<file path="config.mk">
export PLATFORM = sky130hd
export DESIGN_NAME = pair_occ_timer
export DESIGN_NICKNAME = d
export VERILOG_FILES = /design/src/rtl/pair_occ_pkg.sv /design/src/rtl/pair_occ_lookup.sv /design/src/rtl/pair_occ_counter.sv /design/src/rtl/pair_occ_timer.sv
export SDC_FILE = /design/constraint.sdc
export NUM_CORES = 1
export LEC_CHECK = 0
export CAP_MARGIN = 20
export CORE_AREA = 2 2 39 41
export CTS_BUF_LIST = sky130_fd_sc_hd__clkbuf_8
export CTS_CLUSTER_SIZE = 28
export DETAILED_ROUTE_END_ITERATION = 10
export DIE_AREA = 0 0 41 43
export HOLD_SLACK_MARGIN = 0.12
export PLACE_DENSITY = 0.76
export SKIP_CTS_REPAIR_TIMING = 1
export SYNTH_ARGS = -nofsm -noshare
export SYNTH_HDL_FRONTEND = slang
export SYNTH_SLANG_ARGS = --single-unit
</file>
<file path="constraint.sdc">
create_clock -name clk_i -period 2.47 [get_ports clk_i]
set_input_delay 0.494 -clock clk_i [delete_from_list [all_inputs] [get_ports clk_i]]
set_output_delay 0.494 -clock clk_i [all_outputs]
set_load 0.02 [all_outputs]
</file>
<file path="src/rtl/pair_occ_pkg.sv">
package pair_occ_pkg;

  typedef enum logic [1:0] {
    CLS_REG  = 2'b00,
    CLS_RM   = 2'b01,
    CLS_RMW  = 2'b10,
    CLS_RSVD = 2'b11
  } op_cls_e;

  // worst-case table value before stall penalty
  localparam int unsigned BASE_MAX = 5;

  function automatic int unsigned solo_cost(op_cls_e c);
    case (c)
      CLS_RM:  return 2;
      CLS_RMW: return 3;
      default: return 1;
    endcase
  endfunction

  function automatic op_cls_e fold_cls(logic [1:0] raw);
    return (raw == CLS_RSVD) ? CLS_REG : op_cls_e'(raw);
  endfunction

endpackage

</file>
<file path="src/rtl/pair_occ_lookup.sv">
module pair_occ_lookup
  import pair_occ_pkg::*;
#(
  parameter int unsigned AGI_PENALTY = 1,
  parameter int unsigned CNT_W       = 3
) (
  input  logic [1:0]       pri_cls_i,
  input  logic [1:0]       sec_cls_i,
  input  logic             sec_vld_i,
  input  logic             bank_conf_i,
  input  logic             agi_stall_i,
  output logic [CNT_W-1:0] occ_o
);

  op_cls_e     p_cls, s_cls;
  int unsigned cp, cs, occ;

  always_comb begin
    p_cls = fold_cls(pri_cls_i);
    s_cls = fold_cls(sec_cls_i);
    cp    = solo_cost(p_cls);
    cs    = solo_cost(s_cls);
    if (!sec_vld_i)
      occ = cp;
    else if (p_cls == CLS_RMW && s_cls != CLS_REG)
      occ = cp + cs - 1;                  // write-back blocks memory-reading partner
    else
      occ = (cp > cs) ? cp : cs;
    if (sec_vld_i && bank_conf_i && p_cls == CLS_REG && s_cls == CLS_REG)
      occ = 2;                            // same bank: serialised
    if (sec_vld_i && agi_stall_i)
      occ = occ + AGI_PENALTY;
    occ_o = CNT_W'(occ);
  end

endmodule

</file>
<file path="src/rtl/pair_occ_counter.sv">
module pair_occ_counter #(
  parameter int unsigned CNT_W   = 3,
  parameter int unsigned OCC_MAX = 6
) (
  input  logic             clk_i,
  input  logic             rst_ni,
  input  logic             load_i,
  input  logic [CNT_W-1:0] occ_i,
  output logic             ready_o,
  output logic             done_o
);

  logic [CNT_W-1:0] cnt_q;
  logic             done_q;

  always_ff @(posedge clk_i or negedge rst_ni) begin
    if (!rst_ni) begin
      cnt_q  <= '0;
      done_q <= 1'b0;
    end else begin
      done_q <= (cnt_q == CNT_W'(1));
      if (load_i)
        cnt_q <= occ_i;
      else if (cnt_q != '0)
        cnt_q <= cnt_q - CNT_W'(1);
    end
  end

  assign ready_o = (cnt_q == '0);
  assign done_o  = done_q;

  a_r9_load_blocks: assert property (@(posedge clk_i) disable iff (!rst_ni)
    load_i |=> !ready_o);

  a_r9_occ_range: assert property (@(posedge clk_i) disable iff (!rst_ni)
    load_i |-> (occ_i != '0 && occ_i <= CNT_W'(OCC_MAX)));

  a_r10_done_when_free: assert property (@(posedge clk_i) disable iff (!rst_ni)
    done_o |-> ready_o);

  a_r10_done_single: assert property (@(posedge clk_i) disable iff (!rst_ni)
    done_o |=> !done_o);

  a_r10_free_brings_done: assert property (@(posedge clk_i) disable iff (!rst_ni)
    $rose(ready_o) |-> done_o);

endmodule

</file>
<file path="src/rtl/pair_occ_timer.sv">
module pair_occ_timer
  import pair_occ_pkg::*;
#(
  parameter int unsigned AGI_PENALTY = 1
) (
  input  logic       clk_i,
  input  logic       rst_ni,
  input  logic       issue_i,
  input  logic [1:0] pri_cls_i,
  input  logic [1:0] sec_cls_i,
  input  logic       sec_vld_i,
  input  logic       bank_conf_i,
  input  logic       agi_stall_i,
  output logic       ready_o,
  output logic       done_o
);

  localparam int unsigned OCC_MAX = BASE_MAX + AGI_PENALTY;
  localparam int unsigned CNT_W   = $clog2(OCC_MAX + 1);

  logic [CNT_W-1:0] occ;
  logic             accept;

  assign accept = issue_i & ready_o;

  pair_occ_lookup #(
    .AGI_PENALTY(AGI_PENALTY),
    .CNT_W      (CNT_W)
  ) u_lookup (
    .pri_cls_i  (pri_cls_i),
    .sec_cls_i  (sec_cls_i),
    .sec_vld_i  (sec_vld_i),
    .bank_conf_i(bank_conf_i),
    .agi_stall_i(agi_stall_i),
    .occ_o      (occ)
  );

  pair_occ_counter #(
    .CNT_W  (CNT_W),
    .OCC_MAX(OCC_MAX)
  ) u_counter (
    .clk_i  (clk_i),
    .rst_ni (rst_ni),
    .load_i (accept),
    .occ_i  (occ),
    .ready_o(ready_o),
    .done_o (done_o)
  );

  a_r11_idle_holds: assert property (@(posedge clk_i) disable iff (!rst_ni)
    (ready_o && !issue_i) |=> ready_o);

  a_r12_back_to_back: assert property (@(posedge clk_i) disable iff (!rst_ni)
    (done_o && issue_i) |=> !ready_o);

endmodule

</file>
# After elaboration in Yosys (flattened, before gate mapping)
# Cells that the tools add are included.
# totals
ff_bits,4
inputBits,10
out_inout_bits,2
elab_cells,37
# classes
n_addsub,4
magnitude_cmp,1
eq_ne,7
muxes,11
bitwise_logic,1
reduce_logical,11
# ops
operator,n
2-to-1 mux 3 bit,6
"equality test 2 bit, second input constant",4
one-hot mux 2 bit (2 select lines),2
2-to-1 mux 2 bit,3
"subtractor 3 x 1 -> 3 bit, second input constant",2
logical AND 1 bit,5
"equality test 2 x 1 -> 1 bit, second input constant",2
zero test 2 bit,2
nonzero test 2 bit,2
adder 2 x 2 -> 3 bit,1
"adder 3 x 1 -> 3 bit, second input constant",1
"equality test 3 x 1 -> 1 bit, second input constant",1
zero test 3 bit,1
nonzero test 3 bit,1
greater-than comparator 2 bit,1
bitwise AND 1 bit,1

# Logic depth before layout (Yosys ltp)
# Gate-level depths: netlist (run 1).
# logic_depth
word_depth,12
ltp_mapped,14
ltp_nobuf,14

# By module
# Synthesis (run 1) repeated with hierarchy kept, for this count alone.
# unflattened
hier_cells,77
hier_area_um2,623.1
# modules_own_cells
module,instances,cells_each,area_each_um2,seq_area_each_um2
pair_occ_lookup,1,52,369.1,0.0
pair_occ_counter,1,24,247.7,100.1
pair_occ_timer,1,1,6.3,0.0

# Worst setup path after synthesis (run 1)
# Ideal clock, no wire load.
# synth_path
path_kind,in2reg
start,input sec_cls_i[1]
end,register u_counter.cnt_q[1]
setup_ps,119
t_arrival_ps,2351
required_time_ps,2351
setup_slack_ps,0
stages,12
path_buffers,0
cell_sequence,inv_1 -> ha_1 -> ha_1 -> inv_2 -> ha_1 -> inv_1 -> a22o_1 -> a21oi_1 -> ha_1 -> nand2_1 -> o21ai_1 -> o21a_1
# synth_via
elab_chain_len,12
elab_cells_between_ends,19
classes_between,3 x add/sub; 1 x order compare; 3 x eq/ne; 8 x mux; 4 x reduce/logical
# synth_lines
item,line,source
from (decl),pair_occ_timer.sv:10,"input logic [1:0] sec_cls_i,"
equality test 2 bit,pair_occ_pkg.sv:22,return (raw == CLS_RSVD) ? CLS_REG : op_cls_e'(raw);
2-to-1 mux 2 bit *,pair_occ_pkg.sv:22,
equality test 2 bit or equality test 2 x 1 -> 1 bit (tied branches),pair_occ_pkg.sv:14,case (c)
one-hot mux 2 bit (2 select lines),pair_occ_pkg.sv:14,
adder 2 x 2 -> 3 bit or greater-than comparator 2 bit (tied branches),"pair_occ_lookup.sv:26, pair_occ_lookup.sv:28",
subtractor 3 x 1 -> 3 bit or 2-to-1 mux 2 bit (tied branches),"pair_occ_lookup.sv:26, pair_occ_lookup.sv:28",
2-to-1 mux 3 bit,pair_occ_lookup.sv:25,else if (p_cls == CLS_RMW && s_cls != CLS_REG)
2-to-1 mux 3 bit,pair_occ_lookup.sv:23,if (!sec_vld_i)
2-to-1 mux 3 bit *,pair_occ_lookup.sv:29,if (sec_vld_i && bank_conf_i && p_cls == CLS_REG && s_cls == CLS_REG)
adder 3 x 1 -> 3 bit,pair_occ_lookup.sv:32,occ = occ + AGI_PENALTY;
2-to-1 mux 3 bit *,pair_occ_lookup.sv:31,if (sec_vld_i && agi_stall_i)
2-to-1 mux 3 bit *,pair_occ_counter.sv:22,if (load_i)
to (signal assigned),pair_occ_counter.sv:23,cnt_q <= occ_i;
to (signal assigned),pair_occ_counter.sv:25,cnt_q <= cnt_q - CNT_W'(1);
to (decl),pair_occ_counter.sv:13,logic [CNT_W-1:0] cnt_q;
# Every way passes the cells marked *; elsewhere a longest branch is shown, timed or not.
# A chain may end at the register's enable or synchronous reset.

# Worst setup path after layout (run 1)
# layout_path
start,input pri_cls_i[0]
end,register u_counter.cnt_q[2]
# layout_via
elab_chain_len,12
elab_cells_between_ends,19
classes_between,3 x add/sub; 1 x order compare; 3 x eq/ne; 8 x mux; 4 x reduce/logical
# layout_lines
item,line,source
from (decl),pair_occ_timer.sv:9,"input logic [1:0] pri_cls_i,"
equality test 2 bit,pair_occ_pkg.sv:22,
2-to-1 mux 2 bit *,pair_occ_pkg.sv:22,
equality test 2 bit or equality test 2 x 1 -> 1 bit (tied branches),"pair_occ_pkg.sv:14, pair_occ_lookup.sv:25",
one-hot mux 2 bit (2 select lines),pair_occ_pkg.sv:14,
adder 2 x 2 -> 3 bit or greater-than comparator 2 bit (tied branches),"pair_occ_lookup.sv:26, pair_occ_lookup.sv:28",
subtractor 3 x 1 -> 3 bit or 2-to-1 mux 2 bit (tied branches),"pair_occ_lookup.sv:26, pair_occ_lookup.sv:28",
2-to-1 mux 3 bit,pair_occ_lookup.sv:25,
2-to-1 mux 3 bit,pair_occ_lookup.sv:23,
2-to-1 mux 3 bit *,pair_occ_lookup.sv:29,
adder 3 x 1 -> 3 bit,pair_occ_lookup.sv:32,
2-to-1 mux 3 bit *,pair_occ_lookup.sv:31,
2-to-1 mux 3 bit *,pair_occ_counter.sv:22,
# Marked as above.

==> results.cfg, run 1 <==
[logic_synthesis]
ys_ff_latch = 4
syn_nets = 92
synth_cell_types = 27
async_reset_ff_share_pct = 100
avgSynthCellArea_sq_um = 8.58
synthCells = 70
ys_warn_count = 0
seq_area_frac_synth_pct = 16.7
synth_edf_count = 0
ys.flop_type = dfrtp_1
synth_area_sq_um = 601

[final_layout]
diodes = 0
regArea_sq_um = 100
utilization_pct = 65.6
fin_nets = 116
multi_input_area_sq_um = 526
fillerInstances = 110
syn_to_final_growth_pct = 51.2
drive_above_1_share_pct = 34.8

[die]
fp-row-count = 14
die_w_microns = 41
die_h_microns = 43
io_pins = 12
coreArea_sq_mm = 0.00138
die-area_sq_mm = 0.00176
start_util_pct = 43.4

[critical_path]
rrSetupSlack_ns = 0.78
path_class = input pin to flip-flop
cpMaxStageDelayCell = ha_4
r2r.worst_path.cells = 8
critical_path_required_ns = 2.60
worstPathMaxFanout = 4
startpoint_type = input pin
critPathCaptureType = flip-flop
reg2reg_from = u_counter.cnt_q[0]
slowest_delay_ns = 0.29
cp.arrival_ns = 2.49
r2r_end = u_counter.cnt_q[0]
path_cells = clkbuf_2, inv_2, ha_4, inv_2, ha_4, mux2i_1, o221a_1, o211a_1, a21oi_1, mux2i_1, ha_2, nand2_2, xor2_1, nand4_1, a22oi_1

[global_routing]
grt_antenna_before_repair = 0
grt_first_pass_wirelength_mm = 1.93
grtUsageTotal_pct = 15.8
grt_max_degree = 9
grt_overflow = 0
grt_pass1_vias = 498

[sta]
maxSlewHeadroom_pct = 78.9
fin_skew_ns = 0.00443
period_needed_ns = 2.36
setup_viol = 0
worst_pin_slew_ns = 0.315
slew_viol_final = 0
fmax_ghz = 0.424
timing.final.crit_share_pct = 95.5
hold_viol_final = 0
layout_setup_ws_ns = 0.111

[power]
power.leakage_nw = 0.406
ir_drop_mv = 0.523
power.density_mw_per_mm2 = 695

[detailed_routing]
ant_nets = 0
drtIter0Drc = 7
wirelength_mm = 1.31
avgRoutedWirePerCell_microns = 12.1
first_pass_iters = 4
vias_per_cell = 5.21
vias = 563
drc = 0

[clock_network]
path_clk_slew_ns = 0.03
insertion_delay_ns = 0.22
cts_tree = yes
clockBufferDepth = 2
cts-root-buf = clkbuf_8
clkSinkCount = 4
numCtsBuffers = 3
htreeDepth = 1

[placed_design]
gp_congestion = 0.758
place.port_buffers = 11
dp_hpwl_microns = 963
post-place-ws_ns = -0.599

[outcome]
status = completed

[run]
maxCapViolCount = 0

[worst_hold_path]
hold_class = input pin to async pin
-- critical path: cells and delay by family --
family / cells / cell delay (ns)
adder cells (fa/ha/maj): 3 / 0.65
AO/OA/AOI/OAI: 4 / 0.55
multiplexers: 2 / 0.31
buffers and inverters: 3 / 0.19
AND/OR/NAND/NOR: 2 / 0.15
XOR/XNOR: 1 / 0.15
-- registers in the layout, summed over array words and instances (netlist names) --
signal	flops
u_counter.cnt_q	3
u_counter.done_o	1
-- Yosys cell counts, drive strengths merged, types with 2 or more instances --
cell	instances	area share [%]
ha	12	25
inv	11	6.9
nand2	7	4.4
nor2b	5	6.9
a21oi	4	3.3
dfrtp	4	17
o21ai	4	3.3
mux2i	3	7.1
a31o	2	2.9
buf	2	3.7
nand4	2	2.1
nor2	2	1.3
o211ai	2	2.5
xor2	2	2.9
-- logic make-up after synthesis --
group	after synthesis	share of synthesized area, %
AOI/OAI and AO/OA	18	20.6
xor gates and xnor gates	2	2.92
adders and majority gates	12	25.0
buffers and inverters	13	10.6
DFF	4	16.7
muxes	3	7.08
and+or+nand+nor	18	17.1
-- where the power goes --
| group | internal, mW | switching [mW] | total [mW] | leakage [nW] |
|---|---|---|---|---|
| combinational | 0.195 | 0.170 | 0.365 | 0.336 |
| sequential | 0.0999 | 0.0295 | 0.129 | 0.0481 |
| clock | 0.104 | 0.0332 | 0.137 | 0.0216 |
-- placed cells by master, fill, tap and decap left out, types with 2 or more instances in the layout --
cell and count:
nor2b_1 3, mux2i_1 2, clkbuf_8 3, ha_1 5, dlymetal6s2s_1 2, nand4_1 2
dfrtp_1 4, a21oi_1 3, xor2_1 2, clkbuf_2 2, clkdlybuf4s50_1 7, nand2_1 6
ha_4 6, buf_4 10, inv_2 4, o211ai_1 2, a31o_1 2, o21ai_1 3
inv_1 7, nor2_1 2
-- routing by layer --
| metal | GRT usage, % | wire, microns |
|---|---|---|
| met1 | 20.3 | 601 |
| met2 | 24.7 | 655 |
| met3 | 4.71 | 52 |
| met4 | 4.00 | 0 |
| met5 | 0 | 0 |
-- worst max path at each step --
stage,start,to,slack [ns]
finish,pri_cls_i[0],u_counter.cnt_q[2],0.11
global route,pri_cls_i[0],u_counter.cnt_q[2],-0.01
CTS,pri_cls_i[0],u_counter.cnt_q[2],-0.38
detailed placement,pri_cls_i[0],u_counter.cnt_q[2],-0.60
global placement,pri_cls_i[0],u_counter.cnt_q[2],-0.58
floorplan,sec_cls_i[1],u_counter.cnt_q[1],0.0005
-- area by class of cell --
cell class / instances / area share (%)
tap: 16 / 2.20
inverter: 11 / 4.55
clock buffer: 3 / 4.55
timing repair buffer: 21 / 19.8
multi-input combinational: 53 / 57.9
sequential: 4 / 11.0
-- per-stage QoR --
stage	std cells	hold WS [ns]	cell area (sq um)	total power, mW	setup TNS [ns]
after floorplan	70	0.198	601	0.372	0
after global placement	104	0.499	776	0.457	-1.29
after detailed placement	104	0.503	776	0.467	-1.35
after CTS	107	0.492	817	0.609	-0.736
after global routing	108	0.496	908	0.693	-0.0118
final	108	0.486	908	0.631	0
Note: power is estimated with default switching activity, not from simulation.
==> inputs of run 2 (changes only) <==
--- a/config.mk
+++ b/config.mk
@@ -7,3 +7,3 @@
 export LEC_CHECK = 0
-export CAP_MARGIN = 20
+export CAP_MARGIN = 30
 export CORE_AREA = 2 2 39 41
--- a/constraint.sdc
+++ b/constraint.sdc
@@ -3,2 +3,2 @@
 set_output_delay 0.494 -clock clk_i [all_outputs]
-set_load 0.02 [all_outputs]
+set_load 0.1 [all_outputs]
==> run 2 against run 1 <==
Against the previous run: core utilization grew 3.0 points; design area increased by 4.5%; critical path depth is 1 lower; power increased by 19%; worst hold slack lost 0.0071 ns; register-to-register slack got worse by 0.20 ns; via count rose by 2.1%; clock skew shrank 0.0017 ns; combinational power up 32%.
==> results.cfg, run 2 (same netlist as run 1, synthesis figures left out) <==
[clock_network]
cts_tree = yes
clockBufferDepth = 2
clkSinkCount = 4
numCtsBuffers = 3
htreeDepth = 1
insertion_delay_ns = 0.21
path_clk_slew_ns = 0.03
cts-root-buf = clkbuf_8

[detailed_routing]
ant_nets = 0
avgRoutedWirePerCell_microns = 15.0
first_pass_iters = 4
drc = 0
vias = 575
wirelength_mm = 1.60
vias_per_cell = 5.37
drtIter0Drc = 12

[sta]
fmax_ghz = 0.411
slew_viol_final = 0
final.setup.tns_ns = 0
fin_skew_ns = 0.00274
timing.final.crit_share_pct = 98.5
setup_viol = 0
period_needed_ns = 2.43
worst_pin_slew_ns = 0.411
grt_setup_unrepaired = yes
holdWs_ns = 0.479
maxSlewHeadroom_pct = 72.5
hold_viol_final = 0

[final_layout]
final_cell_mix = buf_4, ha_4, nand2_1
syn_to_final_growth_pct = 58.1
diodes = 0
top_register = u_counter.cnt_q
regArea_sq_um = 100
final_common_cell = buf_4
drive_above_1_share_pct = 44.0
largest_reg_flops = 3
fin_area_sq_um = 950
fillerInstances = 102
multi_input_area_sq_um = 542
fin_nets = 115

[critical_path]
worstPathMaxFanout = 4
cp.arrival_ns = 2.56
critPathBufInv = 3
slowest_delay_ns = 0.22
path_class = input pin to flip-flop
r2r_end = u_counter.cnt_q[0]
critPathCaptureType = flip-flop
r2r.worst_path.cells = 7
reg2reg_from = u_counter.cnt_q[0]
critical_path_required_ns = 2.60
crit_family = adder cells
rrSetupSlack_ns = 0.58
cpMaxStageDelayCell = ha_4
startpoint_type = input pin
path_cells = buf_8, buf_4, ha_4, ha_4, buf_4, a21oi_1, o211a_1, a21oi_2, mux2i_1, ha_2, nand2_2, xor2_1, nand4_1, a22oi_2

[global_routing]
met2_usage_pct = 24.4
grt_busiest_layer = met2
grtUsageTotal_pct = 15.9
grt_overflow = 0
grt_first_pass_wirelength_mm = 1.98
grt_max_degree = 9
grt_antenna_before_repair = 0
grt_use_met3_pct = 1.57
grt_pass1_vias = 527
use_met1_pct = 22.1

[power]
power.leakage_nw = 0.398
internal_power_mw = 0.416
seq_power_share_pct = 17.7
pwr-share-clk_pct = 17.9
combPwrFrac_pct = 64.5
power.density_mw_per_mm2 = 789
ir_drop_mv = 0.572
power.switching_mw = 0.333
swShare_pct = 44.4

[die]
start_util_pct = 43.4
die_h_microns = 43
die_w_microns = 41
io_pins = 12
fp-row-count = 14
die-area_sq_mm = 0.00176
coreArea_sq_mm = 0.00138

[placed_design]
dp_hpwl_microns = 996
dpl_cell_area_sq_um = 776
place.port_buffers = 11
gp_congestion = 0.748

[worst_hold_path]
hold_class = input pin to async pin

[outcome]
status = completed

[run]
maxCapViolCount = 0
## run 2: changes by cell type in the layout (fill, tap and decap cells not counted), moves of 2 or more
cell	previous run	this run
buf_6	0	4
inv_4	0	3
clkdlybuf4s50_1	7	5
clkbuf_2	2	0
dlymetal6s2s_1	2	0
inv_1	7	4
## run 2: area by class of cell
cell class                      instances  share of cell area, %
Clock buffer                            3                   4.35
Inverter                               11                   5.14
Multi-Input combinational cell         53                   57.0
Sequential cell                         4                   10.5
Tap cell                               16                   2.11
Timing Repair Buffer                   20                   20.8
## run 2: power groups by stage
stage	sequential [mW]	combinational (mW)	clock [mW]
after floorplan	0.172	0.276	0
after global placement	0.128	0.411	0
after detailed placement	0.130	0.423	0
after CTS	0.129	0.425	0.137
after global routing	0.137	0.522	0.140
final	0.132	0.483	0.134
## run 2: per-layer routing
layer	share of wire (%)	vias up
met4	1.4	0
met2	50	10
met3	1.3	2
met1	47	277
met5	0	-
li1	-	286
## run 2: worst max path at each step
| stage | from | depth (start not counted) | slack, ns | end |
|---|---|---|---|---|
| after floorplan | sec_cls_i[1] | 12 | 0.0005 | u_counter.cnt_q[1] |
| after global placement | pri_cls_i[0] | 15 | -0.67 | u_counter.cnt_q[2] |
| after detailed placement | pri_cls_i[0] | 15 | -0.74 | u_counter.cnt_q[2] |
| after CTS | pri_cls_i[0] | 15 | -0.54 | u_counter.cnt_q[2] |
| after global routing | pri_cls_i[0] | 15 | -0.1 | u_counter.cnt_q[2] |
| final | pri_cls_i[0] | 14 | 0.04 | u_counter.cnt_q[2] |
## run 2: stage by stage
stage | util (%) | power (mW) | cells | worst slack (ns)
after floorplan | - | 0.449 | 70 | 0.000451
after global placement | 56.1 | 0.539 | 103 | -0.666
after detailed placement | 56.1 | 0.553 | 103 | -0.744
after CTS | 59.0 | 0.692 | 106 | -0.536
after global routing | 68.6 | 0.799 | 107 | -0.0961
final | 68.6 | 0.749 | 107 | 0.0375
## run 2: worst reg2reg max path, stage by stage (launching register included)
cell	delay (ns)
dfrtp_1	0.43
inv_1	0.12
ha_1	0.18
nor2b_2	0.40
mux2i_4	0.32
nand4_1	0.11
o21ai_1	0.15
a31o_1	0.11
==> inputs of run 3 (changes only) <==
Settings changed: HOLD_SLACK_MARGIN 0.12 to not set.
==> results of run 3 <==
No change in the layout: final DEF, timing and power equal those of run 2.
